--- src/rtl/pds_pkg.sv ---
package pds_pkg;
  localparam logic [1:0] FMT_YUV422 = 2'd0;
  localparam logic [1:0] FMT_RGB565 = 2'd1;
  localparam logic [1:0] FMT_YUV420 = 2'd2;
  localparam logic [1:0] FMT_YUV444 = 2'd3;

  function automatic logic fmt_unscalable(input logic [1:0] f);
    return (f == FMT_RGB565) || (f == FMT_YUV420);
  endfunction
endpackage

--- src/rtl/pds_group_ctr.sv ---
module pds_group_ctr #(
  parameter int FW = 4
) (
  input  logic          clk_i,
  input  logic          rst_ni,
  input  logic          step_i,
  input  logic          sol_i,
  input  logic          type_i,
  input  logic [FW-1:0] m_i,
  output logic          keep_o
);
  logic [FW-1:0] cnt_q;
  logic [FW-1:0] pos;

  assign pos = sol_i ? '0 : cnt_q;

  always_comb begin
    if (m_i == '0)    keep_o = 1'b1;
    else if (type_i)  keep_o = (pos != m_i);
    else              keep_o = (pos == '0);
  end

  always_ff @(posedge clk_i or negedge rst_ni) begin
    if (!rst_ni)     cnt_q <= '0;
    else if (step_i) cnt_q <= (pos >= m_i) ? '0 : pos + 1'b1;
  end

  AST_M0_KEEP: assert property (@(posedge clk_i) disable iff (!rst_ni)
    (step_i && m_i == '0) |-> keep_o);
  AST_SOL_FIRST_KEPT: assert property (@(posedge clk_i) disable iff (!rst_ni)
    (step_i && sol_i) |-> keep_o);
endmodule

--- src/rtl/pds_luma_hist.sv ---
module pds_luma_hist #(
  parameter int DW   = 8,
  parameter int TAPS = 4
) (
  input  logic                     clk_i,
  input  logic                     rst_ni,
  input  logic                     step_i,
  input  logic                     sol_i,
  input  logic [DW-1:0]            x_i,
  output logic [TAPS-1:0][DW-1:0]  win_o
);
  logic [TAPS-2:0][DW-1:0] hist_q;

  assign win_o[0] = x_i;

  for (genvar g = 1; g < TAPS; g++) begin : g_win
    assign win_o[g] = sol_i ? x_i : hist_q[g-1];
  end

  for (genvar g = 0; g < TAPS-1; g++) begin : g_hist
    always_ff @(posedge clk_i or negedge rst_ni) begin
      if (!rst_ni)     hist_q[g] <= '0;
      else if (step_i) hist_q[g] <= win_o[g];
    end
  end

  AST_SEED_EDGE: assert property (@(posedge clk_i) disable iff (!rst_ni)
    (step_i && sol_i) |=> (hist_q[0] == $past(x_i)) && (hist_q[TAPS-2] == $past(x_i)));
endmodule

--- src/rtl/pds_fir.sv ---
module pds_fir #(
  parameter int DW   = 8,
  parameter int CW   = 4,
  parameter int TAPS = 4
) (
  input  logic [TAPS-1:0][DW-1:0] win_i,
  input  logic [TAPS*CW-1:0]      coef_i,
  output logic [DW-1:0]           y_o
);
  localparam int PW = DW + CW;
  localparam int SW = PW + $clog2(TAPS) + 1;

  logic [TAPS-1:0][PW-1:0] prod;
  logic [SW-1:0] sum, rnd, q;

  for (genvar g = 0; g < TAPS; g++) begin : g_tap
    assign prod[g] = PW'(win_i[g]) * PW'(coef_i[g*CW +: CW]);
  end

  always_comb begin
    sum = '0;
    for (int i = 0; i < TAPS; i++) sum = sum + SW'(prod[i]);
    rnd = sum + (SW'(1) << (CW-1));
    q   = rnd >> CW;
    y_o = (q > SW'((1 << DW) - 1)) ? '1 : q[DW-1:0]; // clamp
  end
endmodule

--- src/rtl/pix_downscaler.sv ---
module pix_downscaler
  import pds_pkg::*;
#(
  parameter int DW   = 8,
  parameter int CW   = 4,
  parameter int TAPS = 4,
  parameter int FW   = 4
) (
  input  logic               clk_i,
  input  logic               rst_ni,
  input  logic               en_i,
  input  logic               type_i,
  input  logic [FW-1:0]      factor_i,
  input  logic [TAPS*CW-1:0] coef_i,
  input  logic [1:0]         fmt_i,
  input  logic               in_valid_i,
  input  logic               in_sol_i,
  input  logic [DW-1:0]      in_luma_i,
  input  logic [DW-1:0]      in_chroma_i,
  output logic               out_valid_o,
  output logic [DW-1:0]      out_luma_o,
  output logic [DW-1:0]      out_chroma_o
);
  logic                    act, keep;
  logic [TAPS-1:0][DW-1:0] win;
  logic                    s1_vld_q, s1_act_q;
  logic [TAPS-1:0][DW-1:0] s1_win_q;
  logic [DW-1:0]           s1_chroma_q;
  logic [DW-1:0]           fir_y;

  assign act = en_i && !fmt_unscalable(fmt_i);

  pds_group_ctr #(.FW(FW)) u_grp (
    .clk_i  (clk_i),
    .rst_ni (rst_ni),
    .step_i (in_valid_i),
    .sol_i  (in_sol_i),
    .type_i (type_i),
    .m_i    (factor_i),
    .keep_o (keep)
  );

  pds_luma_hist #(.DW(DW), .TAPS(TAPS)) u_hist (
    .clk_i  (clk_i),
    .rst_ni (rst_ni),
    .step_i (in_valid_i),
    .sol_i  (in_sol_i),
    .x_i    (in_luma_i),
    .win_o  (win)
  );

  // stage 1: window capture and keep decision
  always_ff @(posedge clk_i or negedge rst_ni) begin
    if (!rst_ni) begin
      s1_vld_q    <= 1'b0;
      s1_act_q    <= 1'b0;
      s1_win_q    <= '0;
      s1_chroma_q <= '0;
    end else begin
      s1_vld_q    <= in_valid_i && (keep || !act);
      s1_act_q    <= act;
      s1_win_q    <= win;
      s1_chroma_q <= in_chroma_i;
    end
  end

  pds_fir #(.DW(DW), .CW(CW), .TAPS(TAPS)) u_fir (
    .win_i  (s1_win_q),
    .coef_i (coef_i),
    .y_o    (fir_y)
  );

  // stage 2: filtered or raw luma
  always_ff @(posedge clk_i or negedge rst_ni) begin
    if (!rst_ni) begin
      out_valid_o  <= 1'b0;
      out_luma_o   <= '0;
      out_chroma_o <= '0;
    end else begin
      out_valid_o  <= s1_vld_q;
      out_luma_o   <= s1_act_q ? fir_y : s1_win_q[0];
      out_chroma_o <= s1_chroma_q;
    end
  end

  // assertion support: coefficient sum and flat window
  logic [CW+$clog2(TAPS):0] coef_sum;
  logic                     win_flat;
  always_comb begin
    coef_sum = '0;
    win_flat = 1'b1;
    for (int i = 0; i < TAPS; i++) begin
      coef_sum = coef_sum + ($bits(coef_sum))'(coef_i[i*CW +: CW]);
      if (s1_win_q[i] != s1_win_q[0]) win_flat = 1'b0;
    end
  end

  AST_LATENCY: assert property (@(posedge clk_i) disable iff (!rst_ni)
    out_valid_o |-> $past(in_valid_i, 2));
  AST_FMT_BYPASS: assert property (@(posedge clk_i) disable iff (!rst_ni)
    (in_valid_i && fmt_unscalable(fmt_i)) |=> (s1_vld_q && !s1_act_q));
  AST_EN_OFF_PASS: assert property (@(posedge clk_i) disable iff (!rst_ni)
    (s1_vld_q && !s1_act_q) |=> (out_valid_o && out_luma_o == $past(s1_win_q[0])));
  AST_UNITY_GAIN: assert property (@(posedge clk_i) disable iff (!rst_ni)
    (s1_act_q && win_flat && coef_sum == ($bits(coef_sum))'(1 << CW))
      |=> out_luma_o == $past(s1_win_q[0]));
  AST_CHROMA_PAIR: assert property (@(posedge clk_i) disable iff (!rst_ni)
    s1_vld_q |=> out_chroma_o == $past(s1_chroma_q));
endmodule

--- config.mk ---
export PLATFORM = sky130hd
export DESIGN_NAME = pix_downscaler
export DESIGN_NICKNAME = d
export VERILOG_FILES = /design/src/rtl/pds_pkg.sv /design/src/rtl/pds_group_ctr.sv /design/src/rtl/pds_luma_hist.sv /design/src/rtl/pds_fir.sv /design/src/rtl/pix_downscaler.sv
export SDC_FILE = /design/constraint.sdc
export NUM_CORES = 1
export LEC_CHECK = 0
export BUFFER_PORTS_ARGS = -buffer_cell sky130_fd_sc_hd__buf_2
export CAP_MARGIN = 20
export CORE_AREA = 2 2 115 117
export DETAILED_ROUTE_END_ITERATION = 16
export DIE_AREA = 0 0 117 119
export PLACE_DENSITY = 0.79
export SYNTH_ARGS = -nofsm -noshare
export SYNTH_HDL_FRONTEND = slang
export SYNTH_SLANG_ARGS = --single-unit
--- constraint.sdc ---
create_clock -name clk_i -period 10.8 [get_ports clk_i]
set_input_delay 1.08 -clock clk_i [delete_from_list [all_inputs] [get_ports clk_i]]
set_output_delay 1.08 -clock clk_i [all_outputs]
set_load 0.005 [all_outputs]
-- Word level (Yosys, flattened, before mapping)
Index checks and enable logic that the tools add are counted.
- flip-flop bits (word level): 87
- bits in latches: 0
- bits in writable memories: 0
- bits in read-only memories: 0
- input port bits: 44
- output and inout bits: 17
- word-level logic and storage cells: 45
- memories kept: 0
- add/sub/neg operators: 5
- multiply operators: 4
- div/mod/pow operators: 0
- $lt $le $gt $ge: 2
- equal/unequal tests: 3
- shift-type cells: 0
- mux-type cells: 9
- bitwise operators: 0
- reduce and logical (&&, ||, !) cells: 8
- operators with widths (operator ; number):
    multiplier 8 x 4 -> 12 bit ; 4
    two-way mux 8 bit ; 5
    adder 15 x 12 -> 15 bit ; 2
    adder 15 x 4 -> 15 bit, second input constant ; 1
    adder 12 x 12 -> 13 bit ; 1
    > comparator 11 x 8 -> 1 bit, second input constant ; 1
    zero test 4 bit ; 2
    two-way mux 4 bit ; 2
    adder 4 x 1 -> 4 bit, second input constant ; 1
    >= comparator 4 bit ; 1
    inequality test 4 bit ; 1
    equality test 2 x 1 -> 1 bit, second input constant ; 1
    equality test 2 bit, second input constant ; 1
    logical AND 1 bit ; 2
    zero test 1 bit ; 2
    logical OR 1 bit ; 2
    two-way mux 1 bit ; 2

-- Depth between registers and ports, before layout
- depth after elaboration: 8
- mapped depth: 28
- gate-level depth less buffers: 28

-- Modules after synthesis
Synthesis repeated with hierarchy kept, for this count alone.
- cell total of the unflattened synthesis: 713
- area total of the unflattened synthesis: 7337.0 um2
- modules (own cells, without submodules) (module ; instances ; cells each ; area an instance (um2) ; sequential area each (um2)):
    pds_fir ; 1 ; 459 ; 4100.2 ; 0.0
    pix_downscaler ; 1 ; 73 ; 1636.6 ; 1476.4
    pds_luma_hist ; 1 ; 135 ; 1216.2 ; 600.6
    pds_group_ctr ; 1 ; 46 ; 384.1 ; 100.1

-- Worst setup path before layout
Ideal clock, no wire load.
- path kind: input to register
- start point: input port coef_i[7]
- end point: register out_luma_o[0]
- library setup time: 0.132 ns
- data arrival time: 8.011 ns
- data required time: 10.668 ns
- slack: 2.657 ns
- stages: 27
- buffers on the path: 0
- cell sequence: nand2_1 > fa_1 > fa_1 > inv_1 > fa_1 > inv_1 > fa_1 > inv_1 > ha_1 > a21o_1 > a21oi_1 > nor2b_1 > o21ai_0 > nor2b_1 > xor2_1 > fa_1 > fa_1 > fa_1 > fa_1 > inv_1 > ha_1 > and3_2 > o21ai_0 > o211ai_2 > a31o_1 > a21oi_4 > a31oi_1
- word-level cells in the longest chain between the ends: 8
- ends and longest elaborated chain (element ; RTL line ; text):
    from (decl) ; pix_downscaler.sv:14 ; input logic [TAPS*CW-1:0] coef_i,
    multiplier 8 x 4 -> 12 bit * ; pds_fir.sv:17 ; assign prod[g] = PW'(win_i[g]) * PW'(coef_i[g*CW +: CW]);
    adder 12 x 12 -> 13 bit * ; pds_fir.sv:22 ; for (int i = 0; i < TAPS; i++) sum = sum + SW'(prod[i]);
    adder 15 x 12 -> 15 bit * (2 in a row) ; pds_fir.sv:22 ;
    adder 15 x 4 -> 15 bit * ; pds_fir.sv:23 ; rnd = sum + (SW'(1) << (CW-1));
    > comparator 11 x 8 -> 1 bit ; pds_fir.sv:25 ; y_o = (q > SW'((1 << DW) - 1)) ? '1 : q[DW-1:0];
    two-way mux 8 bit * ; pds_fir.sv:25 ;
    two-way mux 8 bit * ; pix_downscaler.sv:81 ; out_luma_o <= s1_act_q ? fir_y : s1_win_q[0];
    to (signal assigned) ; pix_downscaler.sv:81 ;
    to (decl) ; pix_downscaler.sv:21 ; output logic [DW-1:0] out_luma_o,
Every way passes the cells marked *; elsewhere a longest branch is shown, timed or not.
A chain may end at the register's enable or synchronous reset.

-- Worst setup path after layout
- start point: input port coef_i[7]
- end point: register out_luma_o[5]
Same word-level chain as after synthesis.

==> impl_metrics.toml <==
[worst_setup_path]
crit_buf_inv = 5
cp-end-kind = "register"
worst_path_max_delay_cell = "fa_1"
cp_common_cell = "fa_1"
worstPathArrival_ns = 8.58
cpPeakStageDelay_ns = 0.55
cp-start-kind = "input port"
cp_max_fo = 8
cp.required_ns = 11.01
worstSetupPathType = "input port to register"
regToRegSetupSlack_ns = 2.84
cp_top_family = "adder cells"

[cts]
clk_pin_slew_ns = 0.06
insertion_delay_ns = 0.35
post_cts_resized = 0
cts_hold_buf = 0
cts-root-buf = "clkbuf_16"
postCtsSetupBuffers = 0
numCtsBuffers = 9
htree_levels = 3
cts_tree = "built"
clockBufferDepth = 2
cts.sinks = 87

[logic_synthesis]
synth_flop_cell = "dfrtp_1"
synth_edf_count = 0
async_flop_share_pct = 100
syn_area_per_cell_um2 = 9.75
synth-seq-cells = 87
synthesis.nets = 958
synth_area_um2 = 7420
synth.distinct_cells = 50
yosysSeqAreaShare_pct = 29.3
ys_warn_count = 0
post_synth_inst_count = 761

[timing]
finalSetupTns_ns = 0
max_freq_ghz = 0.119
fin_crit_sh_pct = 77.5
maxSlewViolCount = 0
skew_ns = 0.00892
rsz0062_at_grt = "false"
hold_viol_final = 0
max-slew-margin-rel_pct = 47.9
worst_slew_pin_slew_ns = 0.782
setup_viol = 0
min_period_ns = 8.37

[global_routing]
grt_pass1_vias = 5408
overflow = 0
grt_antenna_before_repair = 0
grt_util_all_layers_pct = 23.9
grt_pass1_wl_mm = 25.6
grt_max_degree = 88

[finish]
final_cell_mix = "inv_1, nand2_1, fa_1, dfrtp_1, and2_1"
final_util_pct = 63.6
n_antenna_cell = 0
area_delta_synth_final_pct = 10.5
final_common_cell = "inv_1"
drive_gt1_share_pct = 10.8
fillers = 1054
fin_nets = 1017

[floorplanning]
ios = 61
initial_core_util_pct = 57.6
die-area_um2 = 13900
num_rows = 42
coreArea_um2 = 12900
die_h_um = 119
die_x_um = 117

[detailed_routing]
ant_nets = 0
dr.pass1.iters = 4
wl_mm = 15.1
drtIter0Drc = 272
wl_per_cell_um = 15.0
num_vias = 5271
drc = 0
via_per_inst = 5.27

[min_path]
hold_path.class = "register to register"

[placement]
numPortBuffers = 60
gp_congestion = 0.843
dp.final_hpwl_mm = 12.3

[status]
status = "complete, no violations"

[flow_run]
maxCapViolCount = 0
-- area by class of cell --
| type | instances | area [um2] | share of cell area (%) |
|---|---|---|---|
| repair buffers | 61 | 330 | 4.03 |
| inverters | 160 | 601 | 7.33 |
| clock buffers | 10 | 229 | 2.79 |
| clock inverters | 6 | 50.0 | 0.611 |
| well taps | 176 | 220 | 2.69 |
| multi-input cells | 501 | 4590 | 56.0 |
| flip-flops and latches | 87 | 2180 | 26.6 |
-- registers in the layout, summed over array words and instances, names as in the netlist --
signal	count
u_hist.hist_q	24
s1_chroma_q	8
s1_act_q	1
out_luma_o	8
s1_vld_q	1
out_chroma_o	8
u_grp.cnt_q	4
s1_win_q	32
out_valid_o	1
-- worst reg2reg max path: cells and delay by family (launching register included) --
kind / cells / cell delay, ns
AND/OR/NAND/NOR: 4 / 0.63
buffers and inverters: 4 / 0.21
flip-flops: 1 / 0.44
AO/OA/AOI/OAI: 8 / 1.61
XOR/XNOR: 1 / 0.20
adder cells (fa/ha/maj): 10 / 4.74
-- per-stage QoR --
| step | hold slack [ns] | cell area, um2 | cells | worst slack, ns |
|---|---|---|---|---|
| 6_report | 0.348 | 8190 | 1001 | 2.43 |
| 5_1_grt | 0.355 | 8190 | 1001 | 2.06 |
| 4_1_cts | 0.352 | 8170 | 1000 | 2.42 |
| 3_5_place_dp | 0.336 | 7890 | 984 | 2.07 |
| 3_3_place_gp | 0.333 | 7890 | 984 | 2.19 |
| 2_1_floorplan | 0.331 | 7420 | 761 | 2.66 |
-- worst paths after layout --
check                                    start  cells after the start          endpoint
worst max register to register     s1_win_q[8]                     27     out_luma_o[5]
max in group asynchronous               rst_ni                      2     out_luma_o[6]
worst max-delay path                 coef_i[7]                     28     out_luma_o[5]
min in group asynchronous               rst_ni                      1  u_hist.hist_q[5]
worst min-delay path            s1_chroma_q[6]                      0   out_chroma_o[6]
worst min register to register  s1_chroma_q[6]                      0   out_chroma_o[6]
-- kinds of logic after synthesis --
logic type | share of synthesized area [%]
AO/OA/AOI/OAI | 8.55
adder cells (fa/ha/maj) | 35.4
multiplexers | 0.304
flip-flops | 29.3
AND/OR/NAND/NOR | 15.6
buffers and inverters | 8.82
XOR/XNOR | 2.01
-- Yosys cell counts (3+ instances only) --
cell       count  area share, %
inv_1        160            8.1
nand2_1       96            4.9
fa_1          95             26
dfrtp_1       87             29
and2_1        79            6.7
ha_1          58            9.8
o21ai_0       53            3.6
nor2_1        17           0.86
a21oi_1       12           0.81
xnor2_1       10            1.2
a31oi_1        9           0.76
clkbuf_1       9           0.46
xor2_1         7           0.83
a21o_1         6           0.61
nand2b_1       5           0.42
nand3_1        4           0.27
nor2b_1        4           0.34
nor3_1         4           0.27
a2111oi_0      3           0.35
nand4_1        3           0.25
-- layer usage --
metal / part of all wire [%] / vias up / track usage (%) / routed length (um)
met4: 2.2 / 0 / 7.35 / 336
met3: 4.7 / 18 / 4.27 / 714
li1: - / 2472 / - / -
met2: 50 / 109 / 39.0 / 7580
met5: 0 / - / 0 / 0
met1: 43 / 2672 / 32.7 / 6430
Power is not shown: default switching activity piles up to over one toggle a cycle in this logic, so the estimate is an artifact.
